===== config.mk =====
export PLATFORM = sky130hd
export DESIGN_NAME = prio_irq_ctrl
export DESIGN_NICKNAME = d
export VERILOG_FILES = /design/src/rtl/prio_irq_pkg.sv /design/src/rtl/irq_regfile.sv /design/src/rtl/irq_readmux.sv /design/src/rtl/irq_arbiter.sv /design/src/rtl/prio_irq_ctrl.sv
export SDC_FILE = /design/constraint.sdc
export NUM_CORES = 2
export LEC_CHECK = 0
export ABC_AREA = 1
export BUFFER_PORTS_ARGS = -buffer_cell sky130_fd_sc_hd__buf_2
export CAP_MARGIN = 40
export CELL_PAD_IN_SITES_DETAIL_PLACEMENT = 0
export CELL_PAD_IN_SITES_GLOBAL_PLACEMENT = 2
export CORE_MARGIN = 4
export CORE_UTILIZATION = 34
export CTS_CLUSTER_DIAMETER = 30
export DETAILED_ROUTE_END_ITERATION = 6
export PLACE_DENSITY = 0.91
export SYNTH_ARGS = -nofsm -noshare
export SYNTH_HDL_FRONTEND = slang
export SYNTH_HIERARCHICAL = 1
export SYNTH_SLANG_ARGS = --single-unit
export TNS_END_PERCENT = 100

===== constraint.sdc =====
create_clock -name clk -period 73.7 [get_ports clk]
set_input_delay 0 -clock clk [delete_from_list [all_inputs] [get_ports clk]]
set_output_delay 0 -clock clk [all_outputs]
set_load 0.02 [all_outputs]

===== src/rtl/prio_irq_pkg.sv =====
// Shared register-map constants for the prioritised interrupt controller.
// Offsets are word indices (byte offset / 8). The block ordering is fixed;
// the bases after the priority registers follow from the line count.
package prio_irq_pkg;

    localparam int CTRL_SET_IDX  = 0;
    localparam int CTRL_CLR_IDX  = 1;
    localparam int PRIO_BASE_IDX = 2;

    // Source status block follows the priority registers.
    function automatic int src_base(input int n_prio_regs);
        return PRIO_BASE_IDX + n_prio_regs;
    endfunction

    // Pending status block follows the source status block.
    function automatic int req_base(input int n_prio_regs, input int n_words);
        return src_base(n_prio_regs) + n_words;
    endfunction

    // Enable-set aliases follow the pending status block.
    function automatic int ens_base(input int n_prio_regs, input int n_words);
        return req_base(n_prio_regs, n_words) + n_words;
    endfunction

    // Enable-clear aliases follow the enable-set aliases.
    function automatic int enc_base(input int n_prio_regs, input int n_words);
        return ens_base(n_prio_regs, n_words) + n_words;
    endfunction

endpackage


===== src/rtl/irq_regfile.sv =====
// Writable state of the controller: mode bit, enable mask, priority fields.
// Assumes wr_stb is already qualified by an aligned address. The mode bit and
// enables change only through set/clear aliases; priority words are plain stores.
module irq_regfile
    import prio_irq_pkg::*;
#(
    parameter int N_LINES = 64,
    parameter int PRIO_W  = 4,
    parameter int DATA_W  = 32,
    parameter int IDX_W   = 5
) (
    input  logic                        clk,
    input  logic                        rst_n,
    input  logic                        wr_stb,
    input  logic [IDX_W-1:0]            widx,
    input  logic [DATA_W-1:0]           wdata,
    output logic                        mode_q,
    output logic [N_LINES-1:0]          en_vec,
    output logic [N_LINES*PRIO_W-1:0]   prio_vec
);
    localparam int N_WORDS     = N_LINES / DATA_W;
    localparam int N_PRIO_REGS = (N_LINES * PRIO_W) / DATA_W;
    localparam int ENS_BASE    = ens_base(N_PRIO_REGS, N_WORDS);
    localparam int ENC_BASE    = enc_base(N_PRIO_REGS, N_WORDS);
    localparam logic [IDX_W-1:0] I_SET = IDX_W'(CTRL_SET_IDX);
    localparam logic [IDX_W-1:0] I_CLR = IDX_W'(CTRL_CLR_IDX);

    // Mode bit: set alias wins over nothing, clear alias clears.
    always_ff @(posedge clk) begin
        if (!rst_n) begin
            mode_q <= 1'b0;
        end else if (wr_stb && wdata[0]) begin
            if (widx == I_SET)
                mode_q <= 1'b1;
            else if (widx == I_CLR)
                mode_q <= 1'b0;
        end
    end

    genvar w;
    generate
        for (w = 0; w < N_WORDS; w++) begin : g_en
            localparam logic [IDX_W-1:0] I_ES = IDX_W'(ENS_BASE + w);
            localparam logic [IDX_W-1:0] I_EC = IDX_W'(ENC_BASE + w);
            // Enable word w: OR in set-alias bits, mask out clear-alias bits.
            always_ff @(posedge clk) begin
                if (!rst_n)
                    en_vec[w*DATA_W +: DATA_W] <= '0;
                else if (wr_stb && widx == I_ES)
                    en_vec[w*DATA_W +: DATA_W] <= en_vec[w*DATA_W +: DATA_W] | wdata;
                else if (wr_stb && widx == I_EC)
                    en_vec[w*DATA_W +: DATA_W] <= en_vec[w*DATA_W +: DATA_W] & ~wdata;
            end
        end

        for (w = 0; w < N_PRIO_REGS; w++) begin : g_prio
            localparam logic [IDX_W-1:0] I_PR = IDX_W'(PRIO_BASE_IDX + w);
            // Priority word w: full-word store of eight packed fields.
            always_ff @(posedge clk) begin
                if (!rst_n)
                    prio_vec[w*DATA_W +: DATA_W] <= '0;
                else if (wr_stb && widx == I_PR)
                    prio_vec[w*DATA_W +: DATA_W] <= wdata;
            end
        end
    endgenerate

endmodule


===== src/rtl/irq_readmux.sv =====
// Combinational read path of the register window.
// Assumes acc_ok flags an aligned access; unaligned or unmapped reads give 0.
// Set and clear aliases both read back the stored value.
module irq_readmux
    import prio_irq_pkg::*;
#(
    parameter int N_LINES = 64,
    parameter int PRIO_W  = 4,
    parameter int DATA_W  = 32,
    parameter int IDX_W   = 5
) (
    input  logic                        acc_ok,
    input  logic [IDX_W-1:0]            widx,
    input  logic                        mode_q,
    input  logic [N_LINES-1:0]          en_vec,
    input  logic [N_LINES*PRIO_W-1:0]   prio_vec,
    input  logic [N_LINES-1:0]          src_vec,
    input  logic [N_LINES-1:0]          pend_vec,
    output logic [DATA_W-1:0]           rdata
);
    localparam int N_WORDS     = N_LINES / DATA_W;
    localparam int N_PRIO_REGS = (N_LINES * PRIO_W) / DATA_W;
    localparam int SRC_BASE    = src_base(N_PRIO_REGS);
    localparam int REQ_BASE    = req_base(N_PRIO_REGS, N_WORDS);
    localparam int ENS_BASE    = ens_base(N_PRIO_REGS, N_WORDS);
    localparam int ENC_BASE    = enc_base(N_PRIO_REGS, N_WORDS);

    // Decode the word index into the selected register value.
    always_comb begin
        rdata = '0;
        if (acc_ok) begin
            if (widx == IDX_W'(CTRL_SET_IDX) || widx == IDX_W'(CTRL_CLR_IDX))
                rdata[0] = mode_q;
            for (int k = 0; k < N_PRIO_REGS; k++)
                if (widx == IDX_W'(PRIO_BASE_IDX + k))
                    rdata = prio_vec[k*DATA_W +: DATA_W];
            for (int w = 0; w < N_WORDS; w++) begin
                if (widx == IDX_W'(SRC_BASE + w))
                    rdata = src_vec[w*DATA_W +: DATA_W];
                if (widx == IDX_W'(REQ_BASE + w))
                    rdata = pend_vec[w*DATA_W +: DATA_W];
                if (widx == IDX_W'(ENS_BASE + w) || widx == IDX_W'(ENC_BASE + w))
                    rdata = en_vec[w*DATA_W +: DATA_W];
            end
        end
    end

endmodule


===== src/rtl/irq_arbiter.sv =====
// Picks the pending line with the largest nonzero priority.
// Scans from the top line down with >=, so on equal priority the lowest
// line number is kept. Priority 0 is never selected. Purely combinational.
module irq_arbiter #(
    parameter int N_LINES = 64,
    parameter int PRIO_W  = 4,
    parameter int LINE_W  = 6
) (
    input  logic [N_LINES-1:0]          pend_vec,
    input  logic [N_LINES*PRIO_W-1:0]   prio_vec,
    output logic                        found,
    output logic [LINE_W-1:0]           win_line,
    output logic [PRIO_W-1:0]           win_prio
);
    // Linear descending scan over all lines.
    always_comb begin
        win_line = '0;
        win_prio = '0;
        for (int i = N_LINES - 1; i >= 0; i--) begin
            if (pend_vec[i] && prio_vec[i*PRIO_W +: PRIO_W] != '0
                && prio_vec[i*PRIO_W +: PRIO_W] >= win_prio) begin
                win_prio = prio_vec[i*PRIO_W +: PRIO_W];
                win_line = LINE_W'(i);
            end
        end
        found = (win_prio != '0);
    end

endmodule


===== src/rtl/prio_irq_ctrl.sv =====
// Top of the prioritised level interrupt controller.
// Assumes src_level is already synchronous to clk. Pending = source AND
// enable; the arbitration result is registered onto the request outputs,
// so outputs follow state with one clock of latency.
module prio_irq_ctrl #(
    parameter int N_LINES = 64,
    parameter int PRIO_W  = 4,
    parameter int DATA_W  = 32,
    parameter int ADDR_W  = 8
) (
    input  logic                        clk,
    input  logic                        rst_n,
    input  logic                        bus_wr,
    input  logic [ADDR_W-1:0]           bus_addr,
    input  logic [DATA_W-1:0]           bus_wdata,
    output logic [DATA_W-1:0]           bus_rdata,
    input  logic [N_LINES-1:0]          src_level,
    output logic                        irq_req,
    output logic [$clog2(N_LINES)-1:0]  irq_line,
    output logic [PRIO_W-1:0]           irq_prio
);
    localparam int LINE_W = $clog2(N_LINES);
    localparam int IDX_W  = ADDR_W - 3;

    logic                       acc_ok;
    logic                       wr_stb;
    logic [IDX_W-1:0]           widx;
    logic                       mode_q;
    logic [N_LINES-1:0]         en_vec;
    logic [N_LINES*PRIO_W-1:0]  prio_vec;
    logic [N_LINES-1:0]         pend_vec;
    logic                       found;
    logic [LINE_W-1:0]          win_line;
    logic [PRIO_W-1:0]          win_prio;

    // Doubleword-aligned accesses only; word index from the upper bits.
    always_comb begin
        acc_ok   = (bus_addr[2:0] == 3'b000);
        wr_stb   = bus_wr && acc_ok;
        widx     = bus_addr[ADDR_W-1:3];
        pend_vec = src_level & en_vec;
    end

    irq_regfile #(
        .N_LINES(N_LINES), .PRIO_W(PRIO_W), .DATA_W(DATA_W), .IDX_W(IDX_W)
    ) u_regs (
        .clk(clk), .rst_n(rst_n), .wr_stb(wr_stb), .widx(widx),
        .wdata(bus_wdata), .mode_q(mode_q), .en_vec(en_vec), .prio_vec(prio_vec)
    );

    irq_readmux #(
        .N_LINES(N_LINES), .PRIO_W(PRIO_W), .DATA_W(DATA_W), .IDX_W(IDX_W)
    ) u_rd (
        .acc_ok(acc_ok), .widx(widx), .mode_q(mode_q), .en_vec(en_vec),
        .prio_vec(prio_vec), .src_vec(src_level), .pend_vec(pend_vec),
        .rdata(bus_rdata)
    );

    irq_arbiter #(
        .N_LINES(N_LINES), .PRIO_W(PRIO_W), .LINE_W(LINE_W)
    ) u_arb (
        .pend_vec(pend_vec), .prio_vec(prio_vec), .found(found),
        .win_line(win_line), .win_prio(win_prio)
    );

    // Register the arbitration result toward the processor.
    always_ff @(posedge clk) begin
        if (!rst_n) begin
            irq_req  <= 1'b0;
            irq_line <= '0;
            irq_prio <= '0;
        end else begin
            irq_req  <= found;
            irq_line <= win_line;
            irq_prio <= win_prio;
        end
    end

endmodule


======== After elaboration in Yosys (flattened, before gate mapping) ========
Cells that the tools add are included.
word-level totals
  register bits after elaboration ......... 332
  input port bits ......................... 107
  output and inout port bits .............. 43
  word-level logic and storage cells ...... 478
cells by class
  $lt $le $gt $ge ......................... 64
  equality and inequality tests ........... 17
  multiplexer cells ....................... 149
  bitwise operators ....................... 7
  reductions and logical operators ........ 222
operators by type and width
  kind                  count
  $mux W32              19
  $mux W4               72
  $reduce_bool A4 Y1    65
  $ge A4 B4 Y1          63
  $mux W6               32
  $logic_and A1 B1 Y1   142
  $mux W5               16
  $and A32 B32 Y32      2
  $and A64 B64 Y64      1
  $or A32 B32 Y32       2
  $eq A5 B4 Y1 const B  8
  $reduce_or A33 Y1     1
  $not A32 Y32          1
  $eq A5 B3 Y1 const B  4
  $reduce_or A17 Y1     1
  $mux W3               4
  $eq A5 B2 Y1 const B  2
  $eq A5 B5 Y1 const B  2
  $reduce_or A9 Y1      1
  $reduce_bool A2 Y1    3
  $eq A5 B1 Y1 const B  1
  $logic_not A5 Y1      1
  $reduce_or A5 Y1      1
  $ge A4 B1 Y1 const B  1
  8 further kinds       14

======== Depth between registers and ports, before layout ========
  depth in word-level cells ............... 194
  depth in mapped cells ................... 698
  depth with buffers taken out ............ 691

======== By module ========
The synthesis kept the hierarchy.
by module, submodules not included
  module         instances  cells an instance  area an instance (µm²)  sequential area each (µm²)
  irq_regfile    1          1555               12502.0                 6426.2
  irq_arbiter    1          2167               12106.6                 0.0
  irq_readmux    1          991                4379.2                  0.0
  prio_irq_ctrl  1          168                817.0                   220.2

======== Worst setup path after synthesis ========
Ideal clock, no wire load.
  path type ............................... reg-to-reg
  start ................................... register u_regs.prio_vec[253]
  end ..................................... register irq_line[5]
  library setup time ...................... 0.056 ns
  arrival ................................. 65.063 ns
  required time ........................... 73.644 ns
  setup slack ............................. 8.581 ns
  cell stages (with the launch flop) ...... 609
  buffers on the path ..................... 7
  period minus slack after synthesis ...... 65.119 ns
  cell sequence ........................... dfxtp_1 nor3_1 nand2_1 nand2_1 inv_1 nand2_1 ha_1 a21oi_1 nand3_2 nand2_2 nand2_1 o21ai_0 ha_1 o21ai_1 nand2_1 o21ai_0 clkinv_1 nand2_1 [573 not listed] nand2_1 inv_1 nand2_1 and2_1 ha_1 inv_1 a21boi_0 o21a_1 o21a_1 o21ai_0 inv_1 nand2_1 nand2_1 inv_1 o21ai_0 nor4b_2 nand2_1 inv_1
on the way
  word-level cells in the longest chain between the ends .. 193
  elaborated cells on any way between the ends .. 226
  classes of those cells .................. order compare (64); mux (95); reduce/logical (67)
ends and longest elaborated chain
  what                                                    line                 text
  start: declaration                                      irq_regfile.sv:19    output logic [N_LINES*PRIO_W-1:0] prio_vec
  start signal: indexed assignment                        irq_regfile.sv:63    prio_vec[w*DATA_W +: DATA_W] <= wdata;
  branches (longest 193 deep; another with $ge A4 B1 Y1)  n/a
  end signal: assignment                                  prio_irq_ctrl.sv:74  irq_line <= win_line;
  end: declaration                                        prio_irq_ctrl.sv:19  output logic [$clog2(N_LINES)-1:0] irq_line,
Parallel ways; which one is timed is not known.
A chain may end at the register's enable or synchronous reset.

======== Worst setup path in the final report ========
Same ends and word-level chain as after synthesis.

==> results.sh <==
export IMPL_final_cells=6293
export IMPL_routedWlPerCell_um=22.8
export IMPL_finalSetupViolations=0
export IMPL_critPathKind="reg2reg"
export IMPL_switchingPower_w=0.000159
export IMPL_cp_start_kind="flop"
export IMPL_firstDrtPassIters=6
export IMPL_cpMostUsedCell="nand2_1"
export IMPL_hold_viol=0
export IMPL_fin_crit_sh_pct=91.8
export IMPL_sw_frac_of_total_pct=24.7
export IMPL_end_kind="flop"
export IMPL_ioPinCount=150
export IMPL_grt_use_total_pct=29.3
export IMPL_gr_usage_met1_pct=38.3
export IMPL_die_h_um=304
export IMPL_crit_required_ns=74.27
export IMPL_worst_hold_slack_ns=0.0625
export IMPL_cp_slowest_cell="o21ai_0"
export IMPL_dp_hpwl_mm=105
export IMPL_antenna_found_initial=16
export IMPL_busiest_layer="met2"
export IMPL_clock_path_buffers=3
export IMPL_ant_nets=0
export IMPL_p_int_w=0.000485
export IMPL_h_tree_depth=3
export IMPL_grt_pass1_vias=30677
export IMPL_syn_cell_area_um2=29800
export IMPL_area_growth_pct=20.4
export IMPL_final_util_pct=41.3
export IMPL_postPlaceCellArea_um2=31100
export IMPL_fillCellCount=9274
export IMPL_path_max_fanout=11
export IMPL_post_route_drc_count=0
export IMPL_worst_clock_skew_ns=0.0218
export IMPL_finalSetupTns_ns=0
export IMPL_fin_nets=5315
export IMPL_pwr_share_clk_pct=65.8
export IMPL_initial_core_util_pct=34.3
export IMPL_cts_made_buffers=92
export IMPL_grt_max_degree=126
export IMPL_drive_gt1_share_pct=18.2
export IMPL_grt_pass1_wl_mm=205
export IMPL_worstMarginPinSlew_ns=0.956
export IMPL_vias=34250
export IMPL_synth_cells=4881
export IMPL_synth_cell_types=59
export IMPL_use_met2_pct=45.5
export IMPL_worst_ep_arrival_time_ns=68.21
export IMPL_port_buffers=149
export IMPL_status="completed"
export IMPL_clock_sinks=332
export IMPL_layout_min_cycle_time_ns=67.64
export IMPL_ys_seq_area_share_pct=22.3
export IMPL_design_core_area_um2=86900
export IMPL_die_x_um=304
export IMPL_grt_overflow_total=0
export IMPL_synth_warnings=6
export IMPL_comb_power_share_pct=6.1
export IMPL_clk_latency_ns=0.64
export IMPL_finalWirelength_mm=144
export IMPL_crit_family="simple AND/OR/NAND/NOR gates"
export IMPL_slew_headroom_pct=35.7
export IMPL_die_area_um2=92500
export IMPL_hp_class="in2reg"
export IMPL_ff_latch_area_um2=6650
export IMPL_clk_pin_slew_ns=0.04
export IMPL_root_buffer="clkbuf_16"
export IMPL_maxCapViolations=0
export IMPL_cts_tree="done"
export IMPL_synth_nets=5138
export IMPL_leakagePower_nw=15.5
export IMPL_ir_drop_mv=0.0174
export IMPL_syn_area_per_cell_um2=6.11
export IMPL_num_rows=108
export IMPL_slew_viol_final=0
export IMPL_avgViaCountPerCell=5.44
export IMPL_stdcell_area_um2=35900
export IMPL_power_density_nw_per_um2=18.0
export IMPL_seq_power_share_pct=28.1
export IMPL_gp_congestion=1.00
export IMPL_multi_input_area_um2=19600
export IMPL_max_stage_delay_ns=0.46
export IMPL_drt_initial_drc_count=3928
export IMPL_fmaxAchievable_mhz=14.8
export IMPL_cp_buffers_inverters=43
export IMPL_met3_usage_pct=6.28
export IMPL_ys_ff_latch=332
export IMPL_dp_cells=6002
==> per-stage QoR <==
stage	setup slack, ns	power, W
global placement	0.00298	0.000219
CTS	0.00186	0.000645
detailed placement	-0.466	0.000220
global route	-0.318	0.000657
finish	6.06	0.000644
floorplan	8.58	0.000202
==> cell families (layout without fill, tap and decap cells) <==
logic type	count (synthesis)	in the layout	share of synthesized area [%]
adders and majority gates	150	150	6.30
and+or+nand+nor	2723	2723	43.8
DFF	332	332	22.3
other	0	3	0
buffers and inverters	929	1183	13.8
AOI/OAI and AO/OA	747	747	13.9
==> layout make-up <==
cell class | count | share of cell area (%)
Clock buffer | 125 | 7.55
Multi-Input combinational cell | 3620 | 54.6
Antenna cell | 3 | 0.0209
Clock inverter | 46 | 1.67
Timing Repair Buffer | 313 | 6.28
Sequential cell | 332 | 18.5
Inverter | 699 | 7.34
Tap cell | 1155 | 4.03
==> cell usage after synthesis, drive strengths merged <==
master,instances,area [um^2]
dfxtp,332,6650
clkbuf,78,330
o32ai,1,27.5
a41oi,1,8.76
o21ai,256,1290
nor4,2,18.8
or2,42,263
nor3,22,121
nor4b,2,23.8
a21oi,398,2010
o311ai,1,8.76
clkinv,13,48.8
nand2,1629,7140
a32oi,1,8.76
ha,150,1880
or3,7,47.5
buf,152,1140
a21boi,17,131
o41a,20,248
o211ai,5,37.5
nor3b,1,7.51
a2111oi,2,23.8
o21a,38,292
o41ai,1,8.76
and2,1,6.26
nor2,189,788
a211oi,2,15.0
nand4,127,795
inv,686,2580
nand3,701,3840
a31oi,4,25.0
==> layer usage <==
metal  up-vias  routed length, um
met5         -                110
met4        18               8460
met3       361              13500
met2      1670              62500
met1     15950              59000
li1      16251                  -
==> worst min-delay path, cell delays in order <==
cell and delay (ns):
buf_2 0.28, nor2_4 0.11, nand4_1 0.10, nand2_1 0.05, a21oi_1 0.11
==> final timing paths <==
kind	end	cells past startpoint	from	slack [ns]
setup / recovery	irq_line[5]$_SDFF_PN0_	610	u_regs/prio_vec[253]$_SDFFE_PN0P_	6.06
hold / removal	flop	5	bus_addr[5]	0.06
setup reg to reg	irq_line[5]$_SDFF_PN0_	610	u_regs/prio_vec[253]$_SDFFE_PN0P_	6.06
hold reg to reg	flop	2	flop	0.48
==> what timing repair did <==
action,4_1_cts,5_1_grt
pin swaps,0,60
gates resized for setup,9,189
endpoints found under the hold margin,278,0
hold buffers,37,0
setup endpoints to repair,11,11
gates cloned,0,0
setup buffers,0,80
==> power by group through the flow <==
stage               clock (W)  combinational [W]  sequential (W)
floorplan                   0          0.0000180        0.000184
global placement            0          0.0000353        0.000184
detailed placement          0          0.0000360        0.000184
CTS                  0.000426          0.0000375        0.000181
global route         0.000436          0.0000398        0.000181
finish               0.000424          0.0000393        0.000181
==> placed cells by master, fill, tap and decap left out, types with 6 or more instances in the layout <==
cell type / instances
a21boi_0: 16
a21oi_1: 393
buf_2: 150
buf_4: 111
bufinv_16: 12
clkbuf_1: 7
clkbuf_16: 94
clkbuf_8: 24
clkinv_1: 13
clkinv_2: 19
clkinvlp_4: 9
dfxtp_1: 331
dlygate4sd3_1: 37
ha_1: 150
inv_1: 642
inv_2: 41
nand2_1: 1382
nand2_2: 148
nand2_4: 78
nand2_8: 21
nand3_1: 636
nand3_2: 64
nand4_1: 127
nor2_1: 172
nor2_2: 6
nor2_4: 10
nor3_1: 18
o21a_1: 33
o21ai_0: 148
o21ai_1: 56
o21ai_2: 50
o41a_2: 18
or2_0: 12
or2_2: 27
Note: power is estimated with default switching activity, not from simulation.
